==> src/rtl/ras_pkg.sv <==
package ras_pkg;

    // One operation applied per clock edge
    typedef enum logic [1:0] {
        OP_IDLE    = 2'd0,
        OP_PUSH    = 2'd1,
        OP_POP     = 2'd2,
        OP_RESTORE = 2'd3
    } ras_op_e;

endpackage

==> src/rtl/ras_op_decode.sv <==
module ras_op_decode
    import ras_pkg::*;
(
    input  logic    push_en,
    input  logic    pop_en,
    input  logic    restore_en,
    output ras_op_e op
);

    // Fixed priority: repair first, then call, then return
    always_comb begin
        if (restore_en)
            op = OP_RESTORE;
        else if (push_en)
            op = OP_PUSH;
        else if (pop_en)
            op = OP_POP;
        else
            op = OP_IDLE;
    end


    always_comb begin
        restore_wins_chk: assert (!(restore_en && op != OP_RESTORE));

        push_over_pop_chk: assert (!(push_en && !restore_en && op != OP_PUSH));
    end

endmodule

==> src/rtl/ras_ptr_ctrl.sv <==
module ras_ptr_ctrl
    import ras_pkg::*;
#(
    parameter int DEPTH = 8,
    parameter int PTR_W = (DEPTH > 1) ? $clog2(DEPTH) : 1
) (
    input  logic             clk,
    input  logic             rst_n,
    input  ras_op_e          op,
    input  logic [PTR_W-1:0] restore_idx,
    output logic [PTR_W-1:0] ptr,
    output logic             wr_en,
    output logic [PTR_W-1:0] wr_idx
);

    localparam logic [PTR_W-1:0] LAST = PTR_W'(DEPTH - 1);

    logic [PTR_W-1:0] ptr_inc;
    logic [PTR_W-1:0] ptr_dec;
    logic [PTR_W-1:0] ptr_nxt;

    assign ptr_inc = (ptr == LAST) ? '0 : ptr + PTR_W'(1);
    assign ptr_dec = (ptr == '0) ? LAST : ptr - PTR_W'(1);

    // Next-state and write-port decisions
    always_comb begin
        ptr_nxt = ptr;
        wr_en   = 1'b0;
        wr_idx  = ptr;
        unique case (op)
            OP_IDLE: begin
                ptr_nxt = ptr;
            end
            OP_PUSH: begin
                ptr_nxt = ptr_inc;
                wr_en   = 1'b1;
                wr_idx  = ptr_inc;
            end
            OP_POP: begin
                ptr_nxt = ptr_dec;
            end
            OP_RESTORE: begin
                ptr_nxt = restore_idx;
                wr_en   = 1'b1;
                wr_idx  = restore_idx;
            end
            default: begin
                ptr_nxt = ptr;
            end
        endcase
    end

    // Pointer register
    always_ff @(posedge clk) begin
        if (!rst_n)
            ptr <= '0;
        else
            ptr <= ptr_nxt;
    end


    ptr_range_chk: assert property (@(posedge clk) disable iff (!rst_n)
        ptr <= LAST);


    push_wrap_chk: assert property (@(posedge clk) disable iff (!rst_n)
        (op == OP_PUSH && ptr == LAST) |=> ptr == '0);


    pop_wrap_chk: assert property (@(posedge clk) disable iff (!rst_n)
        (op == OP_POP && ptr == '0) |=> ptr == LAST);


    restore_ptr_chk: assert property (@(posedge clk) disable iff (!rst_n)
        op == OP_RESTORE |=> ptr == $past(restore_idx));


    restore_idx_range_chk: assert property (@(posedge clk) disable iff (!rst_n)
        op == OP_RESTORE |-> restore_idx <= LAST);

endmodule

==> src/rtl/ras_entry_store.sv <==
module ras_entry_store #(
    parameter int DEPTH  = 8,
    parameter int ADDR_W = 32,
    parameter int PTR_W  = (DEPTH > 1) ? $clog2(DEPTH) : 1
) (
    input  logic              clk,
    input  logic              rst_n,
    input  logic              wr_en,
    input  logic [PTR_W-1:0]  wr_idx,
    input  logic [ADDR_W-1:0] wr_data,
    input  logic [PTR_W-1:0]  rd_idx,
    output logic [ADDR_W-1:0] rd_data
);

    logic [ADDR_W-1:0] slot [DEPTH];

    for (genvar g = 0; g < DEPTH; g++) begin : g_slot
        always_ff @(posedge clk) begin
            if (!rst_n)
                slot[g] <= '0;
            else if (wr_en && wr_idx == PTR_W'(g))
                slot[g] <= wr_data;
        end
    end

    // Read mux over all slots
    always_comb begin
        rd_data = '0;
        for (int i = 0; i < DEPTH; i++) begin
            if (rd_idx == PTR_W'(i))
                rd_data = slot[i];
        end
    end


    wr_idx_range_chk: assert property (@(posedge clk) disable iff (!rst_n)
        wr_en |-> wr_idx <= PTR_W'(DEPTH - 1));

endmodule

==> src/rtl/return_addr_stack.sv <==
module return_addr_stack
    import ras_pkg::*;
#(
    parameter int DEPTH       = 8,
    parameter int ADDR_W      = 32,
    parameter int INSTR_BYTES = 4,
    parameter int PTR_W       = (DEPTH > 1) ? $clog2(DEPTH) : 1
) (
    input  logic              clk,
    input  logic              rst_n,
    input  logic              push_en,
    input  logic [ADDR_W-1:0] push_pc,
    input  logic              pop_en,
    input  logic              restore_en,
    input  logic [PTR_W-1:0]  restore_idx,
    input  logic [ADDR_W-1:0] restore_tgt,
    output logic [ADDR_W-1:0] top_addr,
    output logic [PTR_W-1:0]  top_idx
);

    localparam logic [ADDR_W-1:0] STEP = ADDR_W'(INSTR_BYTES);

    ras_op_e           op;
    logic              wr_en;
    logic [PTR_W-1:0]  wr_idx;
    logic [ADDR_W-1:0] wr_data;
    logic [ADDR_W-1:0] link_addr;

    ras_op_decode u_decode (
        .push_en    (push_en),
        .pop_en     (pop_en),
        .restore_en (restore_en),
        .op         (op)
    );

    ras_ptr_ctrl #(
        .DEPTH (DEPTH),
        .PTR_W (PTR_W)
    ) u_ptr (
        .clk         (clk),
        .rst_n       (rst_n),
        .op          (op),
        .restore_idx (restore_idx),
        .ptr         (top_idx),
        .wr_en       (wr_en),
        .wr_idx      (wr_idx)
    );

    // Link address of a call: next sequential instruction
    assign link_addr = push_pc + STEP;
    assign wr_data   = (op == OP_RESTORE) ? restore_tgt : link_addr;

    ras_entry_store #(
        .DEPTH  (DEPTH),
        .ADDR_W (ADDR_W),
        .PTR_W  (PTR_W)
    ) u_store (
        .clk     (clk),
        .rst_n   (rst_n),
        .wr_en   (wr_en),
        .wr_idx  (wr_idx),
        .wr_data (wr_data),
        .rd_idx  (top_idx),
        .rd_data (top_addr)
    );


    push_link_chk: assert property (@(posedge clk) disable iff (!rst_n)
        (push_en && !restore_en) |=> top_addr == $past(push_pc) + STEP);


    restore_tgt_chk: assert property (@(posedge clk) disable iff (!rst_n)
        restore_en |=> top_addr == $past(restore_tgt));


    call_undo_chk: assert property (@(posedge clk) disable iff (!rst_n)
        (push_en && !restore_en) ##1 (pop_en && !push_en && !restore_en)
        |=> top_idx == $past(top_idx, 2));

endmodule

==> config.mk <==
export PLATFORM = sky130hd
export DESIGN_NAME = return_addr_stack
export DESIGN_NICKNAME = d
export VERILOG_FILES = /design/src/rtl/ras_pkg.sv /design/src/rtl/ras_op_decode.sv /design/src/rtl/ras_ptr_ctrl.sv /design/src/rtl/ras_entry_store.sv /design/src/rtl/return_addr_stack.sv
export SDC_FILE = /design/constraint.sdc
export NUM_CORES = 1
export LEC_CHECK = 0
export BUFFER_PORTS_ARGS = -buffer_cell sky130_fd_sc_hd__buf_2
export CORE_ASPECT_RATIO = 1.25
export CORE_MARGIN = 8
export CORE_UTILIZATION = 60
export CTS_CLUSTER_SIZE = 24
export DETAILED_ROUTE_END_ITERATION = 16
export PLACE_DENSITY = 0.85
export SLEW_MARGIN = 10
export SYNTH_ARGS = -nofsm -noshare
export SYNTH_HDL_FRONTEND = slang
export SYNTH_SLANG_ARGS = --single-unit
export TNS_END_PERCENT = 20
==> constraint.sdc <==
create_clock -name clk -period 9.75 [get_ports clk]
set_input_delay 0.4875 -clock clk [delete_from_list [all_inputs] [get_ports clk]]
set_output_delay 0.4875 -clock clk [all_outputs]
set_load 0.1 [all_outputs]
* Word level (Yosys, flattened, before mapping)
Memories as Yosys holds them, arrays and structs flattened.
Cells that the tools add are included.
** Operators by class
- Add/subtract/negate cells :: 3
- Equality and inequality tests :: 17
- Muxes and demuxes :: 50
- Bitwise gates (word level) :: 8
- Reduce and logical (&&, ||, !) cells :: 12
** Operators by type and width (count)
- 2-to-1 mux 32 bit :: 17
- adder 32 x 3 -> 32 bit (second input constant) :: 1
- 2-to-1 mux 1 bit :: 26
- equality test 3 bit (second input constant) :: 8
- equality test 3 x 2 -> 1 bit (second input constant) :: 4
- case mux 3 bit (3 select lines) :: 1
- logical AND 1 bit :: 8
- bitwise OR 1 bit :: 8
- equality test 3 x 1 -> 1 bit (second input constant) :: 2
- zero test 3 bit :: 2
- 2-to-1 mux 2 bit :: 3
- 2-to-1 mux 3 bit :: 2
- case mux 3 bit (2 select lines) :: 1
- equality test 2 bit (second input constant) :: 2
- adder 3 x 1 -> 3 bit (second input constant) :: 1
- subtractor 3 x 1 -> 3 bit (second input constant) :: 1
- equality test 2 x 1 -> 1 bit (second input constant) :: 1
- zero test 2 bit :: 1
- OR reduction 2 bit :: 1
** Storage, ports and cells
- Register bits after elaboration :: 3
- Memory bits (writable) :: 256
- Input bits :: 72
- Output and inout port bits :: 35
- Memories kept :: 1
** Memories
- u_store.slot :: depth 8, bits a word 32, read ports 8, clocked after memory_dff 0, write ports 8, line ras_entry_store.sv:15 : logic [ADDR_W-1:0] slot [DEPTH];

* Logic depth before layout (Yosys ltp)
- Word-level depth :: 11
- Gate-level depth with buffers :: 11
- Gate-level depth less buffers :: 7

* Hierarchy
From an unflattened synthesis, not the netlist that was laid out.
** Second synthesis, totals
- Cell total of the unflattened synthesis :: 1141
- Area, all modules :: 13251.5 µm²
** Modules (own cells, without submodules)
- ras_entry_store :: instances 1, cells each 934, area each 11945.2 µm²
- return_addr_stack :: instances 1, cells each 162, area each 950.9 µm²
- ras_ptr_ctrl :: instances 1, cells each 42, area each 337.8 µm²
- ras_op_decode :: instances 1, cells each 3, area each 17.5 µm²

* Least setup slack after synthesis
Ideal clock, no wire load.
- Path type :: reg2out
- Start :: register u_ptr.ptr[2]
- End :: output port top_addr[31]
- Data arrival time :: 5.478 ns
- Required time :: 9.263 ns
- Path slack :: 3.784 ns
- Stages on the path, launching flop included :: 9
- Buffers on the path :: 3
- Cells stage by stage :: dfxtp_1 -> clkbuf_1 -> clkbuf_1 -> inv_1 -> ha_1 -> clkbuf_1 -> a2111oi_0 -> o22ai_1 -> o41ai_1
** Between the ends
- Cells in the longest elaborated chain, start to end :: 9
** RTL lines
- start, declared :: line ras_ptr_ctrl.sv:11 : output logic [PTR_W-1:0] ptr,
- start signal, assigned :: line ras_ptr_ctrl.sv:58 : ptr <= ptr_nxt;
- zero test 3 bit :: line ras_entry_store.sv:30 : if (rd_idx == PTR_W'(i))
- 2-to-1 mux 32 bit (7 in series) :: line ras_entry_store.sv:30
- 2-to-1 mux 32 bit * :: line ras_entry_store.sv:30
- end, declared :: line return_addr_stack.sv:17 : output logic [ADDR_W-1:0] top_addr,
Mark *: on every way between the ends. The rest lies on a longest branch, timed or not.

* Final worst setup path
- Start :: register u_ptr.ptr[1]
- End :: output port top_addr[23]
Same word-level chain as after synthesis.

==> results.sh <==
export IMPL_worstReg2RegStart="u_ptr.ptr[2]$_SDFFE_PN0P_"
export IMPL_port_buffers=106
export IMPL_fin_crit_sh_pct=51.7
export IMPL_finalHoldViolCount=0
export IMPL_worst_pin_slew_ns=1.30
export IMPL_post_place_ws_ns=5.53
export IMPL_gp_congestion=0.830
export IMPL_skew_ns=0.0133
export IMPL_fin_crit_ns=5.04
export IMPL_rows=59
export IMPL_drv_cap=0
export IMPL_layout_setup_ws_ns=4.71
export IMPL_r2r_end="u_store.slot[0][43]$_SDFFCE_PN0P_"
export IMPL_r2r_cells=7
export IMPL_slew_viol_final=0
export IMPL_ys_seq_area_share_pct=61.4
export IMPL_mostFrequentLayoutCell="edfxtp_1"
export IMPL_startpoint="u_ptr.ptr[1]$_SDFFE_PN0P_"
export IMPL_synth_avg_cell_area_sq_um=10.6
export IMPL_fp_dieH_um=178
export IMPL_crit_fanout=30
export IMPL_cp_data_arrival_time_ns=4.56
export IMPL_synth_edf_count=256
export IMPL_dr_total_vias=10700
export IMPL_hold_end="u_ptr.ptr[2]$_SDFFE_PN0P_"
export IMPL_drcViolationCount=0
export IMPL_clk_path_buf_depth=3
export IMPL_path_class="register to primary output"
export IMPL_critical_path_slowest_cell="ha_1"
export IMPL_netlist_top_cells_area="edfxtp_1 (61%), nor2_1 (7.0%), a21oi_1 (4.0%)"
export IMPL_p_leak_nw=5.14
export IMPL_cp_required_ns=9.26
export IMPL_clkTransAtPathRegs_ns=0.07
export IMPL_cts_root_buf="clkbuf_16"
export IMPL_wl_per_cell_um=24.2
export IMPL_drtPass1Iterations=6
export IMPL_finalSetupViolCount=0
export IMPL_die_w_um=146
export IMPL_cts_tree="yes"
export IMPL_status="finished, final reports clean"
export IMPL_cp_end_kind="primary output"
export IMPL_path_cells="inv_1 -> ha_1 -> buf_4 -> mux2_2 -> a21oi_1 -> o21ai_0 -> o2111ai_1 -> a21oi_1 -> buf_2"
export IMPL_final_antenna_net_count=0
export IMPL_path_delay_family="buffers and inverters"
export IMPL_final_core_util_pct=68.2
export IMPL_antenna_found_initial=1
export IMPL_mostFrequentLayoutCells="edfxtp_1 (256), nor2_1 (236), nand2_1 (123)"
export IMPL_fillers=1395
export IMPL_routed_wl_mm=37.4
export IMPL_synthFlopType="edfxtp_1"
export IMPL_rsz0062_at_grt="no"
export IMPL_multi_input_area_sq_um=4580
export IMPL_synthToLayoutAreaGrowth_pct=12.0
export IMPL_grt_pass1_vias=10500
export IMPL_async_reset_ff_share_pct=0
export IMPL_synth_distinct_cells=59
export IMPL_worst_skew_pair_late_latency_ns=0.51
export IMPL_routed_via_density=6.94
export IMPL_grt_pass1_wl_mm=55.9
export IMPL_numCtsBuffers=23
export IMPL_synth_seq_cells=259
export IMPL_finalHoldWorstSlack_ns=0.344
export IMPL_grt_max_degree=97
export IMPL_peakVddDrop_mv=0.129
export IMPL_clock_fmax_mhz=198
export IMPL_drt_iter0_drc=1537
export IMPL_grt_usage_pct=27.6
export IMPL_finalSetupTns_ns=0
export IMPL_initial_utilization_pct=60.8
export IMPL_cp_num_buf_inv=3
export IMPL_drive_above_1_share_pct=15.6
export IMPL_cts_sinks=259
export IMPL_yosys_area_top_type="edfxtp_1"
export IMPL_hold_buffers=0
export IMPL_ios=107
export IMPL_postCtsSetupBuffers=0
export IMPL_crit_top_cell="a21oi_1"
export IMPL_hold_depth=3
export IMPL_relSlewSlack_pct=13.2
export IMPL_syn_cell_area_sq_um=12600
export IMPL_yosys_warnings=0
export IMPL_startpoint_type="register"
export IMPL_dp_hpwl_mm=21.6
export IMPL_finalPower_mw=2.89
export IMPL_critical_path_max_stage_delay_ns=0.95
export IMPL_regArea_sq_um=7750
export IMPL_ctsResizeCount=0
export IMPL_finalNetCount=1335
export IMPL_synthCells=1190
export IMPL_core_sq_um=20700
export IMPL_yosysTopAreaCellShare_pct=60.9
export IMPL_overflow=0
export IMPL_die_area_sq_um=26000
export IMPL_min_delay_path_class="input port to register"
export IMPL_synth_fp_nets=1270
export IMPL_powerDensity_nw_per_um2=204
export IMPL_hold_path_startpoint="pop_en"
export IMPL_r2r_slack_ns=5.87
export IMPL_h_tree_depth=1
tightest hold or removal path, cell delays in order:
cell and delay, ns:
buf_2 0.14, o41ai_1 0.08, a21oi_1 0.11
kinds of logic after synthesis:
group / synth area share (%)
AND/OR/NAND/NOR: 17.1
adder cells (fa/ha/maj): 0.793
multiplexers: 1.13
buffers and inverters: 3.08
XOR/XNOR: 0.764
flip-flops: 61.4
AO/OA/AOI/OAI: 15.8
cells in the mapped netlist (all sizes together), types with 12 or more instances:
library cell,instances
o2111ai,31
nand4,12
o21ai,42
mux2i,12
nand2,127
nand2b,12
edfxtp,256
buf,13
nor3,57
clkbuf,77
a21oi,101
o22ai,61
o211ai,32
nor2,236
layer usage:
metal / up-vias / track usage, % / routed length, um
met5: - / 0 / 0
li1: 4563 / - / -
met2: 948 / 47.6 / 18100
met1: 5049 / 33.1 / 12700
met3: 170 / 4.72 / 4910
met4: 0 / 13.6 / 1720
power breakdown:
part	internal [mW]	switching (mW)	leakage (nW)
sequential	1.31	0.0276	2.66
combinational	0.129	0.535	2.13
clock	0.489	0.401	0.350
cell type report:
type	instances	share of cell area, %
Antenna cell	1	0.0177
Clock buffer	27	4.18
Clock inverter	14	0.867
Inverter	10	0.266
Multi-Input combinational cell	831	32.4
Sequential cell	259	54.8
Tap cell	274	2.42
Timing Repair Buffer	130	5.03
through the flow:
stage | instance area, sq um | cells
after detailed placement | 13400 | 1504
after CTS | 14100 | 1545
after global routing | 14100 | 1545
after floorplan | 12600 | 1190
after global placement | 13400 | 1504
final | 14100 | 1546
flip-flops by register name, summed over array words and instances (netlist names):
signal and cells:
u_ptr.ptr 3, u_store.slot 256
worst max path at each step:
stage,depth (start not counted),endpoint
finish,9,top_addr[23]
global route,9,top_addr[23]
CTS,9,top_addr[23]
floorplan,8,top_addr[31]
global placement,9,top_addr[21]
detailed placement,9,top_addr[1]
No activity file was read; power rests on OpenSTA's default activity.
